==> src/rtl/busy_rd_pkg.sv <==
package busy_rd_pkg;

    // Registered edge-detect history for the read strobe and busy flag
    typedef struct packed {
        logic rd;
        logic busy;
    } edge_hist_t;

    // Toggle state register
    typedef struct packed {
        logic tgl;
    } tgl_state_t;

endpackage

==> src/rtl/brd_strobe_track.sv <==
module brd_strobe_track
    import busy_rd_pkg::*;
(
    input  logic clk,
    input  logic rst_n,
    input  logic ce_n,
    input  logic oe_n,
    input  logic we_n,
    input  logic busy,
    output logic rd_act,
    output logic rd_start,
    output logic busy_rise
);

    edge_hist_t hist_d, hist_q;

    always_comb begin
        rd_act      = ~ce_n & ~oe_n & we_n;
        rd_start    = rd_act & ~hist_q.rd;
        busy_rise   = busy & ~hist_q.busy;
        hist_d      = hist_q;
        hist_d.rd   = rd_act;
        hist_d.busy = busy;
    end

    always_ff @(posedge clk or negedge rst_n) begin
        if (!rst_n) hist_q <= '0;
        else        hist_q <= hist_d;
    end

    // a start marks the first cycle of an access only
    assert_start_single_R6: assert property (@(posedge clk) disable iff (!rst_n)
        rd_start |=> !rd_start || !rd_act || 1'b1 ? !(rd_start && $past(rd_act)) : 1'b1);

    // no access while write enable is low
    assert_no_read_on_write_R1: assert property (@(posedge clk) disable iff (!rst_n)
        !we_n |-> !rd_act);

endmodule

==> src/rtl/brd_toggle_gen.sv <==
module brd_toggle_gen
    import busy_rd_pkg::*;
(
    input  logic clk,
    input  logic rst_n,
    input  logic busy,
    input  logic rd_start,
    input  logic busy_rise,
    output logic tgl_show
);

    tgl_state_t st_d, st_q;

    always_comb begin
        st_d = st_q;
        if (busy_rise)
            st_d.tgl = rd_start;
        else if (busy && rd_start)
            st_d.tgl = ~st_q.tgl;
        tgl_show = st_d.tgl;
    end

    always_ff @(posedge clk or negedge rst_n) begin
        if (!rst_n) st_q <= '0;
        else        st_q <= st_d;
    end

    // busy rise with no access clears the toggle
    assert_clear_on_busy_R7: assert property (@(posedge clk) disable iff (!rst_n)
        (busy_rise && !rd_start) |=> (st_q.tgl == 1'b0));

    // idle reads leave toggle untouched
    assert_idle_hold_R7: assert property (@(posedge clk) disable iff (!rst_n)
        (!busy && !busy_rise) |=> $stable(st_q.tgl));

    // each new access within a busy period flips the toggle
    assert_flip_per_read_R6: assert property (@(posedge clk) disable iff (!rst_n)
        (busy && !busy_rise && rd_start) |=> (st_q.tgl != $past(st_q.tgl)));

endmodule

==> src/rtl/brd_lane_mux.sv <==
module brd_lane_mux #(
    parameter int unsigned LANE_W = 8
) (
    input  logic              rd_act,
    input  logic              busy,
    input  logic              tgl,
    input  logic [LANE_W-1:0] last_lane,
    input  logic [LANE_W-1:0] arr_lane,
    output logic [LANE_W-1:0] out_lane
);

    localparam int unsigned POLL_POS = LANE_W - 1;
    localparam int unsigned TGL_POS  = LANE_W - 2;

    logic [LANE_W-1:0] status_w;

    always_comb begin
        status_w           = last_lane;
        status_w[POLL_POS] = ~last_lane[POLL_POS];
        status_w[TGL_POS]  = tgl;
        if (!rd_act)
            out_lane = '0;
        else if (busy)
            out_lane = status_w;
        else
            out_lane = arr_lane;
    end

    // polling bit is inverted relative to the loaded word while busy
    always_comb begin
        if (rd_act && busy)
            assert_poll_inv_R3: assert (out_lane[POLL_POS] != last_lane[POLL_POS]);
    end

endmodule

==> src/rtl/busy_status_rdgen.sv <==
module busy_status_rdgen #(
    parameter int unsigned DATA_W = 16,
    parameter int unsigned LANE_W = 8
) (
    input  logic              clk,
    input  logic              rst_n,
    input  logic              busy_i,
    input  logic              ce_n_i,
    input  logic              oe_n_i,
    input  logic              we_n_i,
    input  logic [DATA_W-1:0] last_word_i,
    input  logic [DATA_W-1:0] array_data_i,
    output logic [DATA_W-1:0] bus_data_o,
    output logic              bus_oe_o
);

    localparam int unsigned NUM_LANES = DATA_W / LANE_W;
    localparam int unsigned LO_TGL    = LANE_W - 2;
    localparam int unsigned HI_TGL    = DATA_W - 2;

    logic rd_act, rd_start, busy_rise, tgl_show;
    logic past_ok_q;

    brd_strobe_track u_strobe (
        .clk       (clk),
        .rst_n     (rst_n),
        .ce_n      (ce_n_i),
        .oe_n      (oe_n_i),
        .we_n      (we_n_i),
        .busy      (busy_i),
        .rd_act    (rd_act),
        .rd_start  (rd_start),
        .busy_rise (busy_rise)
    );

    brd_toggle_gen u_toggle (
        .clk       (clk),
        .rst_n     (rst_n),
        .busy      (busy_i),
        .rd_start  (rd_start),
        .busy_rise (busy_rise),
        .tgl_show  (tgl_show)
    );

    for (genvar g = 0; g < NUM_LANES; g++) begin : g_lane
        brd_lane_mux #(.LANE_W(LANE_W)) u_mux (
            .rd_act    (rd_act),
            .busy      (busy_i),
            .tgl       (tgl_show),
            .last_lane (last_word_i[g*LANE_W +: LANE_W]),
            .arr_lane  (array_data_i[g*LANE_W +: LANE_W]),
            .out_lane  (bus_data_o[g*LANE_W +: LANE_W])
        );
    end

    assign bus_oe_o = rd_act;

    always_ff @(posedge clk or negedge rst_n) begin
        if (!rst_n) past_ok_q <= 1'b0;
        else        past_ok_q <= 1'b1;
    end

    // idle bus carries zero
    assert_idle_zero_R1: assert property (@(posedge clk) disable iff (!rst_n)
        !bus_oe_o |-> (bus_data_o == '0));

    // not busy returns the array word
    assert_true_data_R2: assert property (@(posedge clk) disable iff (!rst_n)
        (bus_oe_o && !busy_i) |-> (bus_data_o == array_data_i));

    // toggle bits agree across lanes
    assert_lanes_agree_R5: assert property (@(posedge clk) disable iff (!rst_n)
        (bus_oe_o && busy_i) |-> (bus_data_o[LO_TGL] == bus_data_o[HI_TGL]));

    // toggle bits hold through one continuous access
    assert_hold_in_read_R5: assert property (@(posedge clk) disable iff (!rst_n)
        (past_ok_q && bus_oe_o && busy_i && $past(bus_oe_o) && $past(busy_i))
            |-> $stable(bus_data_o[LO_TGL]));

endmodule

==> config.mk <==
export PLATFORM = sky130hd
export DESIGN_NAME = busy_status_rdgen
export DESIGN_NICKNAME = d
export VERILOG_FILES = /design/src/rtl/busy_rd_pkg.sv /design/src/rtl/brd_strobe_track.sv /design/src/rtl/brd_toggle_gen.sv /design/src/rtl/brd_lane_mux.sv /design/src/rtl/busy_status_rdgen.sv
export SDC_FILE = /design/constraint.sdc
export NUM_CORES = 1
export LEC_CHECK = 0
export BUFFER_PORTS_ARGS = -buffer_cell sky130_fd_sc_hd__buf_2
export CORE_UTILIZATION = 28
export DETAILED_ROUTE_END_ITERATION = 8
export GPL_TIMING_DRIVEN = 1
export PLACE_DENSITY = 0.76
export REMOVE_ABC_BUFFERS = 1
export SLEW_MARGIN = 40
export SYNTH_ARGS = -nofsm -noshare
export SYNTH_HDL_FRONTEND = slang
export SYNTH_SLANG_ARGS = --single-unit
export TNS_END_PERCENT = 1
==> constraint.sdc <==
create_clock -name clk -period 1.7 [get_ports clk]
set_input_delay 0.17 -clock clk [delete_from_list [all_inputs] [get_ports clk]]
set_output_delay 0.17 -clock clk [all_outputs]
set_load 0.01 [all_outputs]
==> results_dict.tcl <==
set metrics [dict create \
    slew_viol_final 0 \
    cp-start-kind "register" \
    synth_top_area_share 0.319 \
    grt_usage 0.127 \
    max_cap_violations 0 \
    coreArea_sq_um 1170 \
    final_util 0.585 \
    seqCellArea_sq_um 75.1 \
    holdWs_ns 0.269 \
    finalSetupViolations 0 \
    fin_setup_tns_ns 0 \
    regToRegEndpoint "u_toggle.st_q$_DFF_PN0_" \
    max_freq_mhz 686 \
    clkTransAtPathRegs_ns 0.04 \
    critical_path_class "reg2out" \
    power_density_nw_per_um2 486 \
    placedCellCount 115 \
    layout-drive-gt1-share 0.557 \
    final_cell_mix "buf_2 (52), nor2_1 (15), mux2i_1 (12)" \
    ctsHtreeMaxLevel 1 \
    fp.dieH_um 38.7 \
    synth_top_area_cell "mux2i_1" \
    stdcell_area_sq_um 686 \
    grt_setup_unrepaired "false" \
    netlist_area_sq_um 377 \
    fin_crit_ns 1.46 \
    ys_seq_elements 3 \
    cts_setup_buffers 0 \
    wl_per_cell_um 9.02 \
    path_max_fanout 5 \
    vias 542 \
    start_util 0.322 \
    yosysWarnings 0 \
    drtPass1Iterations 5 \
    syn_inst 50 \
    setup_ws_ns 0.242 \
    fin_crit_sh 0.858 \
    max-slew-margin-rel 0.783 \
    drtIter0Drc 7 \
    numClockSinks 3 \
    setup.worst_path.end_class "output pin" \
    dpl_worst_slack_ns 0.326 \
    tightest_slew_ns 0.325 \
    fillers 116 \
    cts-root-buf "clkbuf_4" \
    synth_cell_types 17 \
    rr_startpoint "u_strobe.hist_q[1]$_DFF_PN0_" \
    clk_path_buf_depth 2 \
    arrival_ns 1.29 \
    hold_class "in2async" \
    finClkSkew_ns 0.00139 \
    cts_buffers 3 \
    layout.nets 145 \
    io_pins 55 \
    multiInputGateArea_sq_um 274 \
    cp.required_ns 1.53 \
    tritoncts "done" \
    antenna_found_initial 0 \
    final_common_cell "buf_2" \
    ir_drop_v 0.000249 \
    power_leakage_nw 0.436 \
    fin_cells 120 \
    via_per_inst 4.52 \
    diodes 0 \
    grt_max_degree 14 \
    grt_pass1_wl_mm 1.34 \
    ys_seq_area_frac 0.199 \
    place_area_sq_um 649 \
    status "completed" \
    finalWirelength_mm 1.08 \
    grt_pass1_vias 384 \
    fp.dieW_um 38.7 \
    grt_overflow_total 0 \
    drtAntennaViolNets 0 \
    std_cell_rows 12 \
    syn_avg_cell_area_sq_um 7.53 \
    area_growth_pct 82.1 \
    dp_hpwl_um 876 \
    finalPower_mw 0.334 \
    r2r_cells 3 \
    die-area_sq_um 1500 \
    regToRegSetupSlack_ns 0.31 \
    portBuffers 52 \
    synth_area_leaders "mux2i_1 (32%), dfrtp_1 (20%), nor2_1 (15%)" \
    drc 0 \
    hold_viol_final 0 \
    gp_congestion 0.694 \
    clk_latency_ns 0.23 \
]
-- kinds of logic (layout without fill, tap and decap cells) --
logic type / Yosys count / after routing / synth area share
buffers and inverters: 5 / 61 / 0.0731
and+or+nand+nor: 22 / 22 / 0.269
muxes: 12 / 12 / 0.319
DFF: 3 / 3 / 0.199
AOI/OAI and AO/OA: 8 / 8 / 0.140
-- worst max-delay path by stage --
stage,to,cells after the start,slack [ns],start
floorplan,u_toggle.st_q$_DFF_PN0_,3,0.40,u_strobe.hist_q[1]$_DFF_PN0_
global placement,u_toggle.st_q$_DFF_PN0_,3,0.36,u_strobe.hist_q[1]$_DFF_PN0_
detailed placement,u_toggle.st_q$_DFF_PN0_,3,0.33,u_strobe.hist_q[1]$_DFF_PN0_
CTS,bus_data_o[6],4,0.24,u_toggle.st_q$_DFF_PN0_
global route,bus_data_o[6],4,0.14,u_toggle.st_q$_DFF_PN0_
finish,bus_data_o[6],4,0.24,u_toggle.st_q$_DFF_PN0_
-- what timing repair did --
action | in CTS | in global routing
resized for setup | 0 | 0
endpoints found under the setup margin | 0 | 0
hold buffers | 1 | 0
hold endpoints to repair | 3 | 0
-- Yosys cell counts --
master,n
and3_2,1
buf_6,1
clkbuf_1,1
inv_1,2
a211oi_1,2
o21ai_0,1
dfrtp_1,3
o311ai_1,1
nand2_1,3
a21oi_1,3
o31a_1,1
or4b_4,1
buf_2,1
nand3_1,1
mux2i_1,12
nor2_1,15
or2b_1,1
-- where the power goes --
group	internal (mW)	switching, mW
clock	0.0878	0.0342
combinational	0.0699	0.0542
sequential	0.0795	0.00789
total	0.237	0.0963
-- routing by layer --
metal	vias up	routed length, um	GRT usage
met3	0	101	0
met5	-	0	0
li1	287	-	-
met1	223	396	0.110
met4	0	0	0.0776
met2	32	585	0.275
-- sequential cells by signal (all words and copies together), names as in the netlist --
signal,cells
u_toggle.st_q,1
u_strobe.hist_q,2
-- critical path: stages, from the launching register on --
cell	delay [ns]
dfrtp_1	0.40
and3_2	0.20
o21ai_0	0.21
a21oi_1	0.10
buf_2	0.15
-- layout make-up --
type,instances,share of cell area
clock buffers,4,0.0383
inverters,2,0.0109
flip-flops and latches,3,0.109
well taps,14,0.0255
repair buffers,55,0.416
multi-input cells,42,0.400
Note: power is estimated with default switching activity, not from simulation.
